--- config.mk ---
export PLATFORM = sky130hd
export DESIGN_NAME = gated_piso
export DESIGN_NICKNAME = d
export VERILOG_FILES = /design/src/rtl/gpiso_pkg.sv /design/src/rtl/gpiso_sync.sv /design/src/rtl/gpiso_gate.sv /design/src/rtl/gpiso_shifter.sv /design/src/rtl/gated_piso.sv
export SDC_FILE = /design/constraint.sdc
export NUM_CORES = 1
export LEC_CHECK = 0
export ABC_AREA = 1
export BUFFER_PORTS_ARGS = -buffer_cell sky130_fd_sc_hd__buf_2
export CORE_MARGIN = 8
export CORE_UTILIZATION = 30
export CTS_BUF_LIST = sky130_fd_sc_hd__clkbuf_4 sky130_fd_sc_hd__clkbuf_8 sky130_fd_sc_hd__clkbuf_16
export DETAILED_ROUTE_END_ITERATION = 6
export PLACE_DENSITY = 0.51
export SLEW_MARGIN = 20
export SYNTH_ARGS = -nofsm -noshare
export SYNTH_HDL_FRONTEND = slang
export SYNTH_SLANG_ARGS = --single-unit
--- constraint.sdc ---
create_clock -name clk -period 1.6 [get_ports clk]
set_input_delay 0.16 -clock clk [delete_from_list [all_inputs] [get_ports clk]]
set_output_delay 0.16 -clock clk [all_outputs]
set_load 0.01 [all_outputs]
--- src/rtl/gpiso_pkg.sv ---
package gpiso_pkg;
  typedef struct packed {
    logic sclk;
    logic inh;
    logic ld_n;
  } pin_t;

  localparam int PIN_W = $bits(pin_t);
  localparam pin_t PIN_IDLE = '{sclk: 1'b0, inh: 1'b0, ld_n: 1'b1};
endpackage

--- src/rtl/gpiso_sync.sv ---
module gpiso_sync #(
  parameter int WIDTH = 3,
  parameter int STAGES = 2,
  parameter logic [WIDTH-1:0] RST_VAL = '0
) (
  input  logic             clk,
  input  logic             rst_n,
  input  logic [WIDTH-1:0] din,
  output logic [WIDTH-1:0] dout
);
  logic [STAGES-1:0][WIDTH-1:0] chain_q;
  logic [STAGES-1:0][WIDTH-1:0] chain_d;

  genvar s;
  generate
    for (s = 0; s < STAGES; s++) begin : g_stage
      if (s == 0) begin : g_first
        always_comb chain_d[s] = din;
      end else begin : g_next
        always_comb chain_d[s] = chain_q[s-1];
      end

      always_ff @(posedge clk or negedge rst_n) begin
        if (!rst_n) chain_q[s] <= RST_VAL;
        else        chain_q[s] <= chain_d[s];
      end
    end
  endgenerate

  assign dout = chain_q[STAGES-1];
endmodule

--- src/rtl/gpiso_gate.sv ---
module gpiso_gate (
  input  logic clk,
  input  logic rst_n,
  input  logic sclk_s,
  input  logic inh_s,
  input  logic ld_n_s,
  output logic shift_en,
  output logic load_en,
  output logic warn
);
  logic eff_q, eff_d;
  logic ld_hi_q, ld_hi_d;
  logic inh_q, inh_d;
  logic warn_q, warn_d;

  // merged clock and its rising edge, plus the unsafe-inhibit detector
  always_comb begin
    eff_d    = sclk_s | inh_s;
    ld_hi_d  = ld_n_s;
    inh_d    = inh_s;
    load_en  = ~ld_n_s;
    shift_en = eff_d & ~eff_q & ld_n_s & ld_hi_q;
    warn_d   = inh_s & ~inh_q & ~sclk_s;
  end

  always_ff @(posedge clk or negedge rst_n) begin
    if (!rst_n) begin
      eff_q   <= 1'b0;
      ld_hi_q <= 1'b1;
      inh_q   <= 1'b0;
      warn_q  <= 1'b0;
    end else begin
      eff_q   <= eff_d;
      ld_hi_q <= ld_hi_d;
      inh_q   <= inh_d;
      warn_q  <= warn_d;
    end
  end

  assign warn = warn_q;
endmodule

--- src/rtl/gpiso_shifter.sv ---
module gpiso_shifter #(
  parameter int WIDTH = 8
) (
  input  logic             clk,
  input  logic             rst_n,
  input  logic             load_en,
  input  logic             shift_en,
  input  logic [WIDTH-1:0] par_in,
  input  logic             ser_in,
  output logic [WIDTH-1:0] stages
);
  logic [WIDTH-1:0] stages_q, stages_d;
  logic             stage_en;

  // load overrides shift; index WIDTH-1 is nearest the output
  always_comb begin
    stage_en = load_en | shift_en;
    if (load_en) stages_d = par_in;
    else         stages_d = {stages_q[WIDTH-2:0], ser_in};
  end

  always_ff @(posedge clk or negedge rst_n) begin
    if (!rst_n)        stages_q <= '0;
    else if (stage_en) stages_q <= stages_d;
  end

  assign stages = stages_q;
endmodule

--- src/rtl/gated_piso.sv ---
module gated_piso #(
  parameter int WIDTH = 8,
  parameter int SYNC_STAGES = 2
) (
  input  logic             clk,
  input  logic             rst_n,
  input  logic [WIDTH-1:0] par_in,
  input  logic             ser_in,
  input  logic             sclk_pin,
  input  logic             inh_pin,
  input  logic             ld_n_pin,
  output logic             q_out,
  output logic             q_out_n,
  output logic             inh_warn
);
  import gpiso_pkg::*;

  logic [1:0]       rst_pipe_q;
  logic             rst_i_n;
  pin_t             pins_raw, pins_s;
  logic [PIN_W-1:0] pins_s_vec;
  logic             shift_en, load_en;
  logic [WIDTH-1:0] stages;

  // asynchronous assert, synchronous release
  always_ff @(posedge clk or negedge rst_n) begin
    if (!rst_n) rst_pipe_q <= 2'b00;
    else        rst_pipe_q <= {rst_pipe_q[0], 1'b1};
  end
  assign rst_i_n = rst_pipe_q[1];

  assign pins_raw = '{sclk: sclk_pin, inh: inh_pin, ld_n: ld_n_pin};

  gpiso_sync #(
    .WIDTH  (PIN_W),
    .STAGES (SYNC_STAGES),
    .RST_VAL(PIN_IDLE)
  ) u_sync (
    .clk  (clk),
    .rst_n(rst_i_n),
    .din  (pins_raw),
    .dout (pins_s_vec)
  );
  assign pins_s = pin_t'(pins_s_vec);

  gpiso_gate u_gate (
    .clk     (clk),
    .rst_n   (rst_i_n),
    .sclk_s  (pins_s.sclk),
    .inh_s   (pins_s.inh),
    .ld_n_s  (pins_s.ld_n),
    .shift_en(shift_en),
    .load_en (load_en),
    .warn    (inh_warn)
  );

  gpiso_shifter #(.WIDTH(WIDTH)) u_shift (
    .clk     (clk),
    .rst_n   (rst_i_n),
    .load_en (load_en),
    .shift_en(shift_en),
    .par_in  (par_in),
    .ser_in  (ser_in),
    .stages  (stages)
  );

  assign q_out   = stages[WIDTH-1];
  assign q_out_n = ~stages[WIDTH-1];
endmodule

==> out/qor.txt <==
Cell row count = 19
Crit end category = register
Die W = 68.07 microns
Initial antenna violation count = 0
Starting Density = 30.55%
Tmin final = 1196 ps
Post-CTS Setup Repair Bufs = 0
Hold Vio Cnt, Final = 0
Dpl hpwl = 967.2 microns
Fin nets = 118
Worst path top cell family by delay = flip-flops
Skew-Pair Late Insertion Delay = 300 ps
Post-Synth Adder-Cell Area = 0%
Final period util = 74.73%
Global-route wire length before repair = 2297 microns
Worst slew margin = 52.85%
Buf/Inv on CP = 1
Number of global-route vias before repair = 587
PD cells = 992.9 nW/um^2
Warning count from the yosys run = 0
Design area = 985.9 sq um
Peak supply drop = 0.5420 mV
Largest fanout on the critical path = 15
I/O pin count = 17
Via count = 556
Post-synthesis xor/xnor area fraction = 0%
CP arrival = 1390 ps
Required @ worst endpoint = 1790 ps
DRT Wirelength = 1355 microns
Ant. Diodes = 0
Die H = 68.07 microns
Post-Syn Area = 813.3 sq um
Setup_tns = 0 ps
DRT iter0 DRCs = 17
Wire per inst = 10.11 microns
Reg clk slew, reported paths = 110 ps
Fmax = 0.8364 GHz
Clk root buf = clkbuf_4
Syn Nets = 95
Htree depth = 1
Worst slew pin tran = 707.2 ps
Outcome = finished, final reports clean
First-pass DRT Iterations = 4
Max-cap viol count = 0
Antenna viol nets, final = 0
Most frequent CP cell = nand2_1
Core area = 2663 sq um
Post-DP Area = 909.6 sq um
Synthesized netlist cell count = 81
Final slew viol count = 0
Buffers added on ports = 16
CTS Buf Count = 3
Post-synthesis mux area share = 0%
Share of layout cells above drive strength 1 = 30.10%
Cell count after placement = 126
Hold/Removal Path Class = in -> reg
Setup Skew = 9.736 ps
Register area share after synthesis = 62.00%
Commonest non-fill, non-tap cells in the layout = nand2_1 (24), dfrtp_1 (17), buf_2 (16)
P_leak = 0.5234 nW
Final Core Density = 37.03%
Distinct cells, synth = 14
Remaining DRCs = 0
Total GRT Usage = 6.563%
CTS tree = yes
Largest net degree at the start of global routing = 19
RSZ-0062 raised after global routing = no
Vias per cell = 4.149
Worst path cell trace = buf_12, nand2_4, nand2_1, nand2_1
Commonest non-fill, non-tap cell in the layout = nand2_1
Clock net sink count = 20
Final Non-Filler Cells = 134
Crit path kind = reg -> reg
Synthesis-stage register bit count = 20
DIE AREA = 4633 sq um
Area Growth Syn to Fin = 21.23%
Compound-Gate Fraction of Synth Area = 6.769%
Largest family of logic cells by synthesized area = simple AND/OR/NAND/NOR gates
Avg Cell Area, Syn = 10.04 sq um
Total grt overflow = 0
Slowest Stage Delay on Critical Path = 710 ps
Startpoint types = register
Setup violators final = 0
Simple-Gate Fraction of Synth Area = 20.00%
Clock tree buffer depth = 2
RD Place Congestion = 0.6837
Worst path slowest cell = dfstp_2
-- timing repair --
item	4_1_cts	5_1_grt
endpoints found under the setup margin	0	0
hold buffers	4	0
endpoints found under the hold margin	5	0
resized for setup	0	0
-- area by class of cell --
class	instances	area [sq um]
Fill cell	289	1677
Sequential cell	20	504.2
Multi-Input combinational cell	46	221.5
Timing Repair Buffer	21	140.1
Inverter	12	45.04
Tap cell	31	38.79
Clock buffer	4	36.28
-- synthesized netlist by cell type --
| master | instances | area [sq um] |
|---|---|---|
| nand2_4 | 1 | 11.26 |
| buf_6 | 2 | 22.52 |
| conb_1 | 1 | 3.750 |
| o21ai_1 | 4 | 20.02 |
| nand3_1 | 8 | 40.04 |
| dfrtp_1 | 17 | 425.4 |
| dfstp_2 | 3 | 78.83 |
| nand2_1 | 24 | 90.09 |
| inv_1 | 12 | 45.04 |
| nor3_1 | 1 | 5.000 |
| nor2_1 | 1 | 3.750 |
| o21ai_2 | 4 | 35.03 |
| nand2_2 | 2 | 12.51 |
| buf_12 | 1 | 20.02 |
-- worst reg2reg max path, cell delays in order, from the launching register on --
cell and delay (ps):
dfstp_2 710, buf_12 180, nand2_4 80, nand2_1 80, nand2_1 40
-- state kept, by name, summed over array words and instances, names as in the netlist --
name	cells
u_gate.warn	1
rst_pipe_q	2
u_sync.chain_d	3
u_gate.ld_hi_q	1
u_gate.eff_q	1
u_gate.inh_q	1
u_shift.stages	8
u_sync.dout	3
-- worst paths after layout --
kind                       slack [ps]  depth (start not counted)                 to            from
min                               160                          5  u_shift.stages[0]          ser_in
min in group asynchronous         170                          2      rst_pipe_q[0]           rst_n
max                               400                          4  u_shift.stages[6]  u_sync.dout[0]
min reg2reg                       290                          0  u_shift.stages[2]   rst_pipe_q[1]
max reg2reg                       400                          4  u_shift.stages[6]  u_sync.dout[0]
max in group asynchronous         860                          0        u_gate.warn   rst_pipe_q[1]
-- per-stage QoR --
step,worst slack (ps),total power [mW],hold slack [ps]
2_1_floorplan,560.6,0.6616,-135.6
3_3_place_gp,429.3,0.6958,-55.22
3_5_place_dp,420.4,0.6977,-54.30
4_1_cts,393.9,0.9962,150.3
5_1_grt,316.5,1.034,156.7
6_report,404.4,0.9790,161.6
-- metal layers --
| layer | track usage [%] | share of wire [%] | wire (microns) | vias to the layer above |
|---|---|---|---|---|
| met4 | 4.604 | 1.3 | 18 | 0 |
| met1 | 7.393 | 45 | 605 | 253 |
| met3 | 1.637 | 3.8 | 51 | 2 |
| met2 | 10.67 | 50 | 679 | 10 |
| met5 | 0 | 0 | 0 | - |
| li1 | - | - | - | 291 |
-- where the power goes --
part,switching [mW],internal (mW),leakage [nW]
Combinational,0.0545,0.0570,0.265
Sequential,0.0315,0.549,0.237
Clock,0.148,0.139,0.0210
-- kinds of logic (layout without fill, tap and decap cells) --
kind of cell / after synthesis / after routing
AO/OA/AOI/OAI: 8 / 8
AND/OR/NAND/NOR: 37 / 37
other: 1 / 1
buffers and inverters: 15 / 37
flip-flops: 20 / 20
Note: power is estimated with default switching activity, not from simulation.
